<file path="src/rtl/ext_irq_pkg.sv">
package ext_irq_pkg;
  localparam int NUM_IRQ = 3;
  localparam int NMI_PIN = 2;
  localparam int CTRL_W  = 2 * NUM_IRQ + 2;
  localparam int REG_AW  = $clog2(NUM_IRQ + 1);

  // Strobes from control to datapath, all valid for one clock
  typedef struct packed {
    logic [NUM_IRQ-1:0] clrCnt;
    logic [NUM_IRQ-1:0] irqFire;
    logic               nmiFire;
  } strobe_t;
endpackage

</file>
<file path="src/rtl/ext_irq_dpath.sv">
module ext_irq_dpath
  import ext_irq_pkg::*;
#(
  parameter int CNT_W       = 16,
  parameter int SYNC_STAGES = 2
) (
  input  logic                          clk,
  input  logic                          rstN,
  input  logic [NUM_IRQ-1:0]            pinIn,
  input  strobe_t                       strobes,
  output logic [NUM_IRQ-1:0]            riseHit,
  output logic [NUM_IRQ-1:0]            fallHit,
  output logic [NUM_IRQ-1:0][CNT_W-1:0] cntVec
);
  localparam int LAST = SYNC_STAGES - 1;

  logic [NUM_IRQ-1:0] syncStage [SYNC_STAGES];
  logic [NUM_IRQ-1:0] prevLvl;
  logic [NUM_IRQ-1:0] pinLvl;

  always_ff @(posedge clk or negedge rstN) begin
    if (!rstN) begin
      for (int s = 0; s < SYNC_STAGES; s++) syncStage[s] <= '0;
      prevLvl <= '0;
    end else begin
      syncStage[0] <= pinIn;
      for (int s = 1; s < SYNC_STAGES; s++) syncStage[s] <= syncStage[s-1];
      prevLvl <= syncStage[LAST];
    end
  end

  assign pinLvl  = syncStage[LAST];
  assign riseHit = pinLvl & ~prevLvl;
  assign fallHit = ~pinLvl & prevLvl;

  for (genvar i = 0; i < NUM_IRQ; i++) begin : g_cnt
    always_ff @(posedge clk or negedge rstN) begin
      if (!rstN)                  cntVec[i] <= '0;
      else if (strobes.clrCnt[i]) cntVec[i] <= '0;
      else                        cntVec[i] <= cntVec[i] + 1'b1;
    end
  end
endmodule

</file>
<file path="src/rtl/ext_irq_ctrl.sv">
module ext_irq_ctrl
  import ext_irq_pkg::*;
(
  input  logic               clk,
  input  logic               rstN,
  input  logic               ctrlWe,
  input  logic [CTRL_W-1:0]  ctrlWdata,
  input  logic [NUM_IRQ-1:0] riseHit,
  input  logic [NUM_IRQ-1:0] fallHit,
  output logic [CTRL_W-1:0]  ctrlWord,
  output strobe_t            strobes,
  output logic [NUM_IRQ-1:0] irqReq,
  output logic               nmiReq
);
  localparam int NMI_EN  = 2 * NUM_IRQ;
  localparam int NMI_POL = 2 * NUM_IRQ + 1;

  logic [NUM_IRQ-1:0] validEdge;
  logic               nmiEdge;

  always_ff @(posedge clk or negedge rstN) begin
    if (!rstN)       ctrlWord <= '0;
    else if (ctrlWe) ctrlWord <= ctrlWdata;
  end

  for (genvar i = 0; i < NUM_IRQ; i++) begin : g_qual
    assign validEdge[i] = ctrlWord[2*i] &
                          (ctrlWord[2*i+1] ? riseHit[i] : fallHit[i]);
  end

  assign nmiEdge = ctrlWord[NMI_EN] &
                   (ctrlWord[NMI_POL] ? riseHit[NMI_PIN] : fallHit[NMI_PIN]);

  always_comb begin
    strobes.clrCnt  = validEdge;
    strobes.irqFire = validEdge;
    strobes.nmiFire = nmiEdge;
  end

  always_ff @(posedge clk or negedge rstN) begin
    if (!rstN) begin
      irqReq <= '0;
      nmiReq <= 1'b0;
    end else begin
      irqReq <= strobes.irqFire;
      nmiReq <= strobes.nmiFire;
    end
  end
endmodule

</file>
<file path="src/rtl/ext_irq_stamp.sv">
module ext_irq_stamp
  import ext_irq_pkg::*;
#(
  parameter int CNT_W       = 16,
  parameter int SYNC_STAGES = 2
) (
  input  logic               clk,
  input  logic               rstN,
  input  logic [NUM_IRQ-1:0] pinIn,
  input  logic               regWe,
  input  logic [REG_AW-1:0]  regAddr,
  input  logic [CNT_W-1:0]   regWdata,
  output logic [CNT_W-1:0]   regRdata,
  output logic [NUM_IRQ-1:0] irqReq,
  output logic               nmiReq
);
  strobe_t                       strobes;
  logic [NUM_IRQ-1:0]            riseHit;
  logic [NUM_IRQ-1:0]            fallHit;
  logic [NUM_IRQ-1:0][CNT_W-1:0] cntVec;
  logic [CTRL_W-1:0]             ctrlWord;
  logic                          ctrlWe;
  logic                          unusedWdata;

  assign ctrlWe      = regWe && (regAddr == '0);
  assign unusedWdata = ^regWdata[CNT_W-1:CTRL_W];

  ext_irq_ctrl u_ctrl (
    .clk       (clk),
    .rstN      (rstN),
    .ctrlWe    (ctrlWe),
    .ctrlWdata (regWdata[CTRL_W-1:0]),
    .riseHit   (riseHit),
    .fallHit   (fallHit),
    .ctrlWord  (ctrlWord),
    .strobes   (strobes),
    .irqReq    (irqReq),
    .nmiReq    (nmiReq)
  );

  ext_irq_dpath #(.CNT_W(CNT_W), .SYNC_STAGES(SYNC_STAGES)) u_dpath (
    .clk     (clk),
    .rstN    (rstN),
    .pinIn   (pinIn),
    .strobes (strobes),
    .riseHit (riseHit),
    .fallHit (fallHit),
    .cntVec  (cntVec)
  );

  always_comb begin
    regRdata = '0;
    if (regAddr == '0) regRdata = CNT_W'(ctrlWord);
    for (int i = 0; i < NUM_IRQ; i++)
      if (regAddr == REG_AW'(i + 1)) regRdata = cntVec[i];
  end
endmodule

</file>
<file path="config.mk">
export PLATFORM = sky130hd
export DESIGN_NAME = ext_irq_stamp
export DESIGN_NICKNAME = d
export VERILOG_FILES = /design/src/rtl/ext_irq_pkg.sv /design/src/rtl/ext_irq_dpath.sv /design/src/rtl/ext_irq_ctrl.sv /design/src/rtl/ext_irq_stamp.sv
export SDC_FILE = /design/constraint.sdc
export NUM_CORES = 1
export LEC_CHECK = 0
export ABC_AREA = 1
export ABC_CLOCK_PERIOD_IN_PS = 1510
export BUFFER_PORTS_ARGS = -buffer_cell sky130_fd_sc_hd__buf_2
export CORE_MARGIN = 8
export CORE_UTILIZATION = 32
export DETAILED_ROUTE_END_ITERATION = 12
export PLACE_DENSITY = 0.6
export SLEW_MARGIN = 20
export SYNTH_ARGS = -nofsm -noshare
export SYNTH_HDL_FRONTEND = slang
export SYNTH_HIERARCHICAL = 1
export SYNTH_SLANG_ARGS = --single-unit
</file>
<file path="constraint.sdc">
create_clock -name clk -period 1.51 [get_ports clk]
set_input_delay 0.151 -clock clk [delete_from_list [all_inputs] [get_ports clk]]
set_output_delay 0.151 -clock clk [all_outputs]
set_load 0.1 [all_outputs]
</file>
; Word level (Yosys, flattened, before mapping)
; Cells that the tools add are included.
[totals]
register_bits = 69
latch_bits = 0
mem_bits_rw = 0
rom_bits = 0
output_inout_bits = 20
word_cells = 36
mem_count = 0
[classes]
add_sub_neg = 3
n_mul = 0
n_div = 0
order_cmp = 0
eq_ne = 3
shifts = 0
mux = 11
bitwise_logic = 8
n_reduce_logical = 2
[op_table]
columns = op, n
row1 = two-way mux 16 bit, 6
row2 = adder 16 x 1 -> 16 bit (second input constant), 3
row3 = two-way mux 8 bit, 1
row4 = AND 3 bit, 2
row5 = NOT 3 bit, 2
row6 = AND 1 bit, 4
row7 = == test 2 bit (second input constant), 2
row8 = two-way mux 1 bit, 4
row9 = == test 2 x 1 -> 1 bit (second input constant), 1
row10 = zero test 2 bit, 1
row11 = logical AND 1 bit, 1

; Depth between registers and ports, before layout
; Gate-level depths: netlist of the first run.
[logic_depth]
depth_word = 5
depth_mapped = 12
ltp_nobuf = 11

; Cells and area by module
; The synthesis of the first run kept the hierarchy.
[by_module_without_submodules]
columns = module, n_inst, cells_each, area_each_um2, seq_area_each_um2
row1 = ext_irq_dpath, 1, 368, 2847.7, 1426.4
row2 = ext_irq_ctrl, 1, 60, 513.0, 300.3
row3 = ext_irq_stamp, 1, 84, 401.6, 0.0

; Worst setup path before layout of the first run
; No wires, ideal clock.
[synth_path]
path_kind = input -> output
start = in regAddr[0]
end = out regRdata[2]
t_arrival_ns = 1.438
t_required_ns = 1.359
setup_slack_ns = -0.079
cell_stages = 4
path_cell_list = buf_4 > buf_4 > nand3_1 > nand4_1
[synth_between]
elab_chain_cells = 5
word_cells_on_any_way = 8
classes_between = 3 x eq/ne / 4 x mux / 1 x reduce/logical
[synth_lines]
columns = item, line
row1 = start: declaration, ext_irq_stamp.sv:11  ; input logic [REG_AW-1:0] regAddr,
row2 = zero test 2 bit, ext_irq_stamp.sv:53  ; if (regAddr == '0) regRdata = CNT_W'(ctrlWord);
row3 = two-way mux 8 bit, ext_irq_stamp.sv:53
row4 = two-way mux 16 bit (2 in a row), ext_irq_stamp.sv:55  ; if (regAddr == REG_AW'(i + 1)) regRdata = cntVec[i];
row5 = two-way mux 16 bit (*), ext_irq_stamp.sv:55
row6 = end: declaration, ext_irq_stamp.sv:13  ; output logic [CNT_W-1:0] regRdata,
; Every way passes the cells marked *; elsewhere a longest branch is shown, timed or not.

; Final worst setup path of the first run
[layout_path]
start = reg u_dpath/cntVec[23] in the netlist's numbering
end = out regRdata[7]
[layout_between]
elab_chain_cells = 2
[layout_lines]
columns = item, line
row1 = start: declaration, ext_irq_dpath.sv:13  ; output logic [NUM_IRQ-1:0][CNT_W-1:0] cntVec
row2 = start signal: indexed assignment, ext_irq_dpath.sv:40  ; else cntVec[i] <= cntVec[i] + 1'b1;
row3 = two-way mux 16 bit (2 in a row), ext_irq_stamp.sv:55
; No other way between the ends.

==> summary.txt, run 1 <==
Layout
  • Sequential cell area: 1730 µm²
  • Most frequent cells in the layout: 134 x nand2_1, 87 x nor2_1, 65 x inv_1, 65 x dfrtp_1, 40 x nand3_1
  • Layout cell share with drive strength beyond 1: 0.206
  • ANT cells: 0
  • Finished Layout Cells: 720
  • Fillers: 1171
  • Multi-input gate area: 1730 µm²
  • Most common library cell in the layout ignoring fill and taps: nand2_1
  • Layout net count: 599
  • Area Overhead vs Synth: 28.0%
  • Cell area after layout: 4810 µm²

STA
  • Fin crit share: 0.968
  • Tmin final: 1.46 ns
  • Final Setup Violations: 0
  • Worst Max-Slew Pin Slew: 0.495 ns
  • Unrepaired setup endpoints after global routing: true
  • Max-slew violations: 0
  • Max Clock Skew: 0.00663 ns
  • Slew HR: 0.672
  • Final hold viol count: 0
  • F_max: 684 MHz

Worst setup path
  • WP data required: 1.36 ns
  • CP Max Fanout: 5
  • Setup CP Type: register to output port
  • Beginning of the critical path: u_dpath/cntVec[23]$_DFF_PN0_
  • CP Capture Type: output port
  • Worst path arrival time: 1.31 ns
  • Critical Path Source Type: register
  • Origin of the critical flop-to-flop path: u_dpath/cntVec[0]$_DFF_PN0_

Synthesis
  • Cell Area, Synth: 3750 µm²
  • Syn_area_per_cell: 7.35 µm²
  • Yosys warning total: 6
  • Post-Syn Instances: 511
  • Post-Syn Nets: 538

Clocking
  • CTS tree: yes
  • Total CTS buffers: 9
  • Worst-path clk slew: 0.06 ns
  • Sinks on Clock Net: 69
  • Clock Latency Late Sink: 0.35 ns
  • CTS root buffer: clkbuf_16
  • H-tree level count: 3
  • Max Buffers Root-to-Sink: 2

Die
  • Die H: 124 µm
  • Num rows: 39
  • Initial Utilization: 0.329
  • Die width: 124 µm
  • Ports: 44
  • CORE AREA: 11400 µm²
  • Die area: 15500 µm²

Global routing
  • Congestion Overflow GR: 0
  • Vias in the first global route: 3369
  • Antenna violations before repair: 0
  • Tot GR Track Use: 0.126
  • First-pass GRT wire length: 15.9 mm
  • Largest net degree at the start of global routing: 70

Place
  • Port Buffers: 35
  • Post-DP Area: 4380 µm²
  • Routability cong.: 0.862
  • Inst Count DP: 692
  • DP HPWL: 7.01 mm

Power
  • Pwr Density: 1300 nW/µm²
  • VDD IR-drop max: 0.000871 V
  • Static leakage: 2.38 nW

Run status
  • Status: finished clean

Worst hold path
  • Worst hold path startpoint: regWdata[7]
  • Hold Path Class: input pin to register

Routing
  • Drc violations: 0
  • Via Count: 3367
  • DRT Pass-1 Iters: 5
  • Vias per cell: 4.68
  • Final ANT Viol Nets: 0
  • DR iter-0 viols: 195
  • Drt wl/cell: 13.1 µm
  • Final wirelength: 9.45 mm

Flow run
  • MaxCap Viol Count: 0
## registers in the layout, indices dropped and copies added (netlist names)
signal / count
u_ctrl/ctrlWord: 8
u_dpath/cntVec: 48
u_dpath/prevLvl: 3
u_dpath/syncStage: 3
u_dpath/pinLvl: 3
u_ctrl/nmiReq: 1
u_ctrl/irqReq: 3
## layout make-up
cell class / instances / area share
clock buffers: 9 / 0.0469
clock inverters: 7 / 0.0109
inverters: 71 / 0.0555
multi-input cells: 362 / 0.360
flip-flops and latches: 69 / 0.360
well taps: 143 / 0.0372
repair buffers: 59 / 0.129
## worst max-delay path, cell delays in order (launching register included)
cell and delay, ns:
dfrtp_2 0.45, nand3_2 0.07, nand4_1 0.20, buf_12 0.24
## metrics by stage
stage | setup WS (ns) | TNS, ns | hold slack [ns] | utilization | total power, mW
2_1_floorplan | -0.0391 | -0.165 | -0.145 | - | 3.62
3_3_place_gp | 0.115 | 0 | 0.202 | 0.384 | 4.21
3_5_place_dp | 0.0621 | 0 | 0.206 | 0.384 | 4.24
4_1_cts | 0.000569 | 0 | 0.00699 | 0.412 | 6.24
5_1_grt | -0.0118 | -0.0139 | 0.0200 | 0.421 | 6.62
6_report | 0.0485 | 0 | 0.0150 | 0.421 | 6.26
## layer usage
| layer | up-vias | routed length (µm) | track usage |
|---|---|---|---|
| met4 | 0 | 157 | 0.0524 |
| li1 | 1712 | - | - |
| met1 | 1572 | 4470 | 0.159 |
| met3 | 15 | 465 | 0.0383 |
| met2 | 68 | 4350 | 0.194 |
| met5 | - | 0 | 0 |
## what timing repair did
item / in CTS / in global routing
endpoints found under the setup margin: 2 / 22
pin swaps: 3 / 3
buffers inserted: 0 / 8
hold endpoints to repair: 72 / 0
hold buffers: 4 / 0
gates resized for setup: 1 / 16
## worst paths after layout
kind,end,slack (ns),cells after the start
worst max-delay path,regRdata[7],0.05,3
min in group asynchronous,u_dpath/pinLvl[2]$_DFF_PN0_,0.37,3
max in group asynchronous,u_dpath/cntVec[23]$_DFF_PN0_,0.84,3
worst min-delay path,u_ctrl/ctrlWord[7]$_DFFE_PN0P_,0.02,3
worst min register to register,u_dpath/pinLvl[0]$_DFF_PN0_,0.35,0
worst max register to register,u_dpath/cntVec[14]$_DFF_PN0_,0.15,8
## power breakdown
part	leakage (nW)	switching [mW]	total (mW)	internal, mW
Combinational	1.36	1.22	1.87	0.643
Sequential	0.898	0.307	2.44	2.13
Clock	0.124	0.846	1.96	1.11
Note: power is estimated with default switching activity, not from simulation.
==> run 2: changes to the inputs <==
==> constraint.sdc (replaced) <==
create_clock -name clk -period 1.51 [get_ports clk]
set_input_delay 0.2265 -clock clk [delete_from_list [all_inputs] [get_ports clk]]
set_output_delay 0.2265 -clock clk [all_outputs]
set_load 0.1 [all_outputs]
==> summary.txt, run 2 (same netlist as run 1, synthesis figures left out) <==
Layout
  • Max reg flops: 48
  • Most common library cell in the layout ignoring fill and taps: nand2_1
  • Most frequent cells in the layout: 135 x nand2_1, 88 x nor2_1, 65 x inv_1
  • Layout cell share with drive strength beyond 1: 0.260
  • Layout net count: 621
  • Largest Register: u_dpath/cntVec
  • Top Registers: u_dpath/cntVec: 48 flops, u_ctrl/ctrlWord: 8 flops
  • Area Overhead vs Synth: 36.3%
  • ANT cells: 0

Global routing
  • Tot GR Track Use: 0.128
  • Antenna violations before repair: 0
  • Congestion Overflow GR: 0
  • Largest net degree at the start of global routing: 27
  • Vias in the first global route: 3481
  • First-pass GRT wire length: 16.6 mm

Power
  • Static leakage: 2.60 nW
  • Sequential share of power: 0.345
  • Switch Pwr: 2.47 mW
  • Switching part of the total power: 0.352
  • Pwr Density: 1380 nW/µm²
  • P_int: 4.56 mW
  • Clock Power Share: 0.328
  • Total power: 7.04 mW
  • VDD IR-drop max: 0.00127 V
  • Comb pwr share: 0.326

Clocking
  • CTS root buffer: clkbuf_16
  • Clock Latency Late Sink: 0.33 ns
  • Worst-path clk slew: 0.06 ns
  • Sinks on Clock Net: 69
  • H-tree level count: 3
  • CTS tree: yes
  • Total CTS buffers: 9
  • Max Buffers Root-to-Sink: 2

Die
  • Die width: 124 µm
  • Initial Utilization: 0.329
  • Die area: 15500 µm²
  • Die H: 124 µm
  • Ports: 44
  • CORE AREA: 11400 µm²
  • Num rows: 39

Run status
  • Status: complete, but fails checks
  • Failing checks: setup timing

Worst setup path
  • Critical-path cell list: nand3_2 > nand4_1 > buf_12
  • Setup CP Type: register to output port
  • CP Capture Type: output port
  • CP max stage delay: 0.43 ns
  • Worst path arrival time: 1.30 ns
  • WP data required: 1.28 ns
  • Crit-path slowest cell: dfrtp_2
  • CP Max Fanout: 2
  • Critical Path Source Type: register

STA
  • Max Clock Skew: 0.00830 ns
  • Fin crit share: 1.01
  • F_max: 657 MHz
  • Post-route setup slack: -0.0128 ns
  • Final hold viol count: 0
  • Sum Neg Setup Slack: -0.0239 ns
  • Worst Max-Slew Pin Slew: 0.536 ns
  • Max-slew violations: 0
  • Slew HR: 0.642
  • Final Setup Violations: 2
  • Unrepaired setup endpoints after global routing: true
  • Tmin final: 1.52 ns

Place
  • DP HPWL: 7.23 mm
  • Port Buffers: 35
  • Routability cong.: 0.844

Routing
  • DR iter-0 viols: 237
  • Via Count: 3518
  • Final ANT Viol Nets: 0
  • Final wirelength: 10.0 mm
  • Drc violations: 0
  • DRT Pass-1 Iters: 4
  • Drt wl/cell: 13.5 µm
  • Vias per cell: 4.74

Worst hold path
  • Hold Path Class: input pin to register

Flow run
  • MaxCap Viol Count: 0
-- run 2: cell count changes in the layout (fill, tap and decap cells not counted), sizes merged --
| cell | previous run | this run |
|---|---|---|
| buf | 55 | 75 |
| clkbuf | 9 | 14 |
| clkinvlp | 4 | 0 |
| bufinv | 0 | 2 |
| inv | 71 | 70 |
-- run 2: power by group through the flow --
stage | Sequential (mW) | Combinational [mW] | Clock [mW]
after floorplan | 2.49 | 1.13 | 0
after detailed placement | 2.49 | 1.77 | 0
after global routing | 2.46 | 2.48 | 2.43
final | 2.43 | 2.30 | 2.31
after CTS | 2.42 | 2.06 | 2.36
after global placement | 2.48 | 1.75 | 0
-- run 2: path summary, 6_finish.rpt --
path / startpoint / endpoint / slack (ns) / depth (start not counted)
hold / removal: regWdata[0] / u_ctrl/ctrlWord[0]$_DFFE_PN0P_ / 0.11 / 3
setup / recovery: u_dpath/cntVec[23]$_DFF_PN0_ / regRdata[7] / -0.01 / 3
max in group asynchronous: rstN / u_dpath/cntVec[20]$_DFF_PN0_ / 0.55 / 3
hold reg to reg: u_dpath/syncStage[5]$_DFF_PN0_ / u_dpath/pinLvl[2]$_DFF_PN0_ / 0.35 / 0
setup reg to reg: u_dpath/cntVec[16]$_DFF_PN0_ / u_dpath/cntVec[28]$_DFF_PN0_ / 0.04 / 9
min in group asynchronous: rstN / u_dpath/cntVec[12]$_DFF_PN0_ / 0.41 / 2
-- run 2: area by class of cell --
type	count	area (µm²)
clock buffer	12	256
clock inverter	4	70.1
fill	1128	6300
inverter	71	267
multi-input combinational	362	1800
sequential	69	1740
tap	143	179
timing repair buffer	81	805
-- run 2: metal layers --
metal,vias up,wire length [µm],global-route usage
li1,1761,-,-
met2,86,4960,0.217
met4,0,129,0.0475
met3,10,477,0.0255
met5,-,0,0
met1,1661,4470,0.158
-- run 2: repair_timing --
action	4_1_cts	5_1_grt
hold buffers	4	0
hold endpoints to repair	20	0
buffers inserted	12	15
setup endpoints to repair	11	20
pin swaps	5	11
resized for setup	7	18
-- run 2: critical path, delay by kind of cell, from the launching register on --
| kind | cells | cell delay (ns) |
|---|---|---|
| flops | 1 | 0.43 |
| simple gates | 2 | 0.29 |
| buf+inv | 1 | 0.25 |
-- run 2: metrics by stage --
stage	hold WS, ns	std cells	setup WS [ns]	instance area (µm²)	utilization
global route	0.103	742	-0.0395	5120	0.448
CTS	0.0967	727	-0.00856	4940	0.433
global placement	0.225	695	0.000904	4470	0.391
floorplan	-0.0691	511	-0.144	3820	-
detailed placement	0.237	695	-0.0385	4470	0.391
finish	0.105	742	-0.0128	5120	0.448
==> run 3: changes to the inputs <==
--- a/config.mk
+++ b/config.mk
@@ -5,7 +5,7 @@
 export SDC_FILE = /design/constraint.sdc
 export NUM_CORES = 1
 export LEC_CHECK = 0
-export ABC_AREA = 1
+export ABC_AREA = 0
 export ABC_CLOCK_PERIOD_IN_PS = 1510
 export BUFFER_PORTS_ARGS = -buffer_cell sky130_fd_sc_hd__buf_2
 export CORE_MARGIN = 8
==> summary.txt, run 3 <==
STA
  • Final hold viol count: 0
  • Fin crit share: 1.17
  • Max Clock Skew: 0.0103 ns
  • Slew HR: 0.673
  • Final Setup Violations: 20
  • F_max: 565 MHz
  • Unrepaired setup endpoints after global routing: true
  • Hold WS: 0.104 ns
  • Post-route setup slack: -0.259 ns
  • Tmin final: 1.77 ns
  • Max-slew violations: 0
  • Worst Max-Slew Pin Slew: 0.493 ns

Die
  • Die width: 120 µm
  • Initial Utilization: 0.323
  • Num rows: 38
  • Die H: 120 µm
  • Die area: 14400 µm²
  • CORE AREA: 10700 µm²
  • Ports: 44

Global routing
  • Congestion Overflow GR: 0
  • Tot GR Track Use: 0.122
  • Antenna violations before repair: 0
  • Largest net degree at the start of global routing: 70
  • Vias in the first global route: 2742
  • First-pass GRT wire length: 13.9 mm

Layout
  • Layout cell share with drive strength beyond 1: 0.487
  • ANT cells: 0
  • Max reg flops: 48
  • Most common library cell in the layout ignoring fill and taps: buf_4
  • Area Overhead vs Synth: 49.5%
  • Layout net count: 451
  • Util after Layout: 0.483
  • Top Registers: u_dpath/cntVec: 48 flops, u_ctrl/ctrlWord: 8 flops
  • Most frequent cells in the layout: 77 x buf_4, 59 x dfrtp_1, 41 x nor2_1
  • Largest Register: u_dpath/cntVec

Run status
  • Failing checks: setup timing
  • Status: complete, but fails checks

Routing
  • Final wirelength: 8.78 mm
  • Vias per cell: 4.80
  • Final ANT Viol Nets: 0
  • Via Count: 2730
  • Drc violations: 0
  • Drt wl/cell: 15.4 µm
  • DR iter-0 viols: 146
  • DRT Pass-1 Iters: 4

Worst hold path
  • Hold Path Class: input pin to register

Synthesis
  • Post-Syn Nets: 326
  • Syn_area_per_cell: 11.6 µm²
  • Yosys warning total: 6
  • Cell Area, Synth: 3460 µm²
  • Post-Syn Instances: 299

Worst setup path
  • WP data required: 1.28 ns
  • Setup CP Type: register to output port
  • Worst Path Buf+Inv: 2
  • Critical-path cell list: buf_6 > mux4_2 > buf_12
  • Crit-path slowest cell: mux4_2
  • CP Max Fanout: 2
  • Worst path arrival time: 1.54 ns
  • Setup slack, reg-to-reg: -0.16 ns
  • CP max stage delay: 0.48 ns
  • CP Capture Type: output port
  • Crit path max-delay family: multiplexers
  • Critical Path Source Type: register

Place
  • Routability cong.: 0.818
  • Place WS: -0.243 ns
  • DP HPWL: 5.89 mm
  • Port Buffers: 35

Clocking
  • Max Buffers Root-to-Sink: 2
  • Worst-path clk slew: 0.08 ns
  • Clock Latency Late Sink: 0.34 ns
  • H-tree level count: 3
  • Sinks on Clock Net: 69
  • CTS root buffer: clkbuf_8
  • Total CTS buffers: 9
  • CTS tree: yes

Power
  • VDD IR-drop max: 0.000679 V
  • Pwr Density: 1270 nW/µm²
  • Static leakage: 2.35 nW

Flow run
  • MaxCap Viol Count: 0
==> run 3: cell count changes in the layout (fill, tap and decap cells not counted), moves of 10 or more <==
| cell | change |
|---|---|
| xnor2_1 | +22 |
| nand3_1 | -14 |
| nand2_2 | -11 |
| nor2_1 | -47 |
| nand2_1 | -124 |
| mux2_4 | +16 |
| nor2b_1 | +13 |
| nand3_2 | -14 |
| a21oi_1 | -11 |
| inv_1 | -60 |
| xor2_1 | +10 |
| buf_4 | +38 |
| o21ai_0 | -16 |
==> run 3: final timing paths <==
check / start / endpoint / cells after the start
worst max register to register: u_dpath/cntVec[17]$_DFF_PN0_ / u_dpath/cntVec[30]$_DFF_PN0_ / 6
max in group asynchronous: rstN / u_dpath/cntVec[19]$_DFF_PN0_ / 3
min in group asynchronous: rstN / u_dpath/cntVec[3]$_DFF_PN0_ / 3
worst max-delay path: u_dpath/cntVec[17]$_DFF_PN0_ / regRdata[1] / 3
worst min register to register: u_dpath/syncStage[4]$_DFF_PN0_ / u_dpath/pinLvl[1]$_DFF_PN0_ / 0
worst min-delay path: regWdata[7] / u_ctrl/ctrlWord[7]$_DFFE_PN0P_ / 2
==> run 3: final cells by class <==
type | count | area (µm²)
repair buffers | 128 | 1190
fillers | 913 | 5530
flip-flops and latches | 69 | 1740
inverters | 5 | 18.8
clock buffers | 11 | 151
clock inverters | 5 | 58.8
well taps | 140 | 175
multi-input cells | 211 | 1830
==> run 3: per-layer routing <==
| layer | vias up | wire length (µm) | track usage |
|---|---|---|---|
| met1 | 1378 | 3680 | 0.137 |
| met4 | 0 | 106 | 0.0398 |
| met3 | 8 | 229 | 0.0282 |
| met2 | 34 | 4760 | 0.222 |
| met5 | - | 0 | 0 |
| li1 | 1310 | - | - |
==> run 3: worst reg2reg max path, cell delays in order (launching register included) <==
cell	delay [ns]
dfrtp_1	0.39
buf_6	0.12
ha_4	0.13
nand3_2	0.09
or2_4	0.24
or4_4	0.51
a21oi_2	0.14
==> run 3: report_power, final <==
part           total (mW)  switching, mW  internal (mW)  leakage [nW]
registers            2.36          0.241           2.12         0.888
logic                2.65           1.39           1.26          1.36
clock network        1.56          0.704          0.852         0.102
total                6.56           2.34           4.23          2.35
==> run 3: what timing repair did <==
action | CTS | global route
hold buffers | 4 | 0
gates cloned | 0 | 0
pin swaps | 6 | 12
resized for setup | 59 | 28
endpoints found under the setup margin | 20 | 34
hold endpoints to repair | 72 | 0
buffers inserted | 37 | 16
==> run 3: stage by stage <==
| stage | TNS, ns | instances | total power [mW] | area [µm²] |
|---|---|---|---|---|
| after floorplan | -0.203 | 299 | 3.61 | 3450 |
| after global placement | -1.87 | 499 | 4.23 | 4170 |
| after detailed placement | -2.62 | 499 | 4.27 | 4170 |
| after CTS | -2.96 | 556 | 6.43 | 4940 |
| after global routing | -3.98 | 569 | 6.88 | 5170 |
| final | -3.01 | 569 | 6.56 | 5170 |
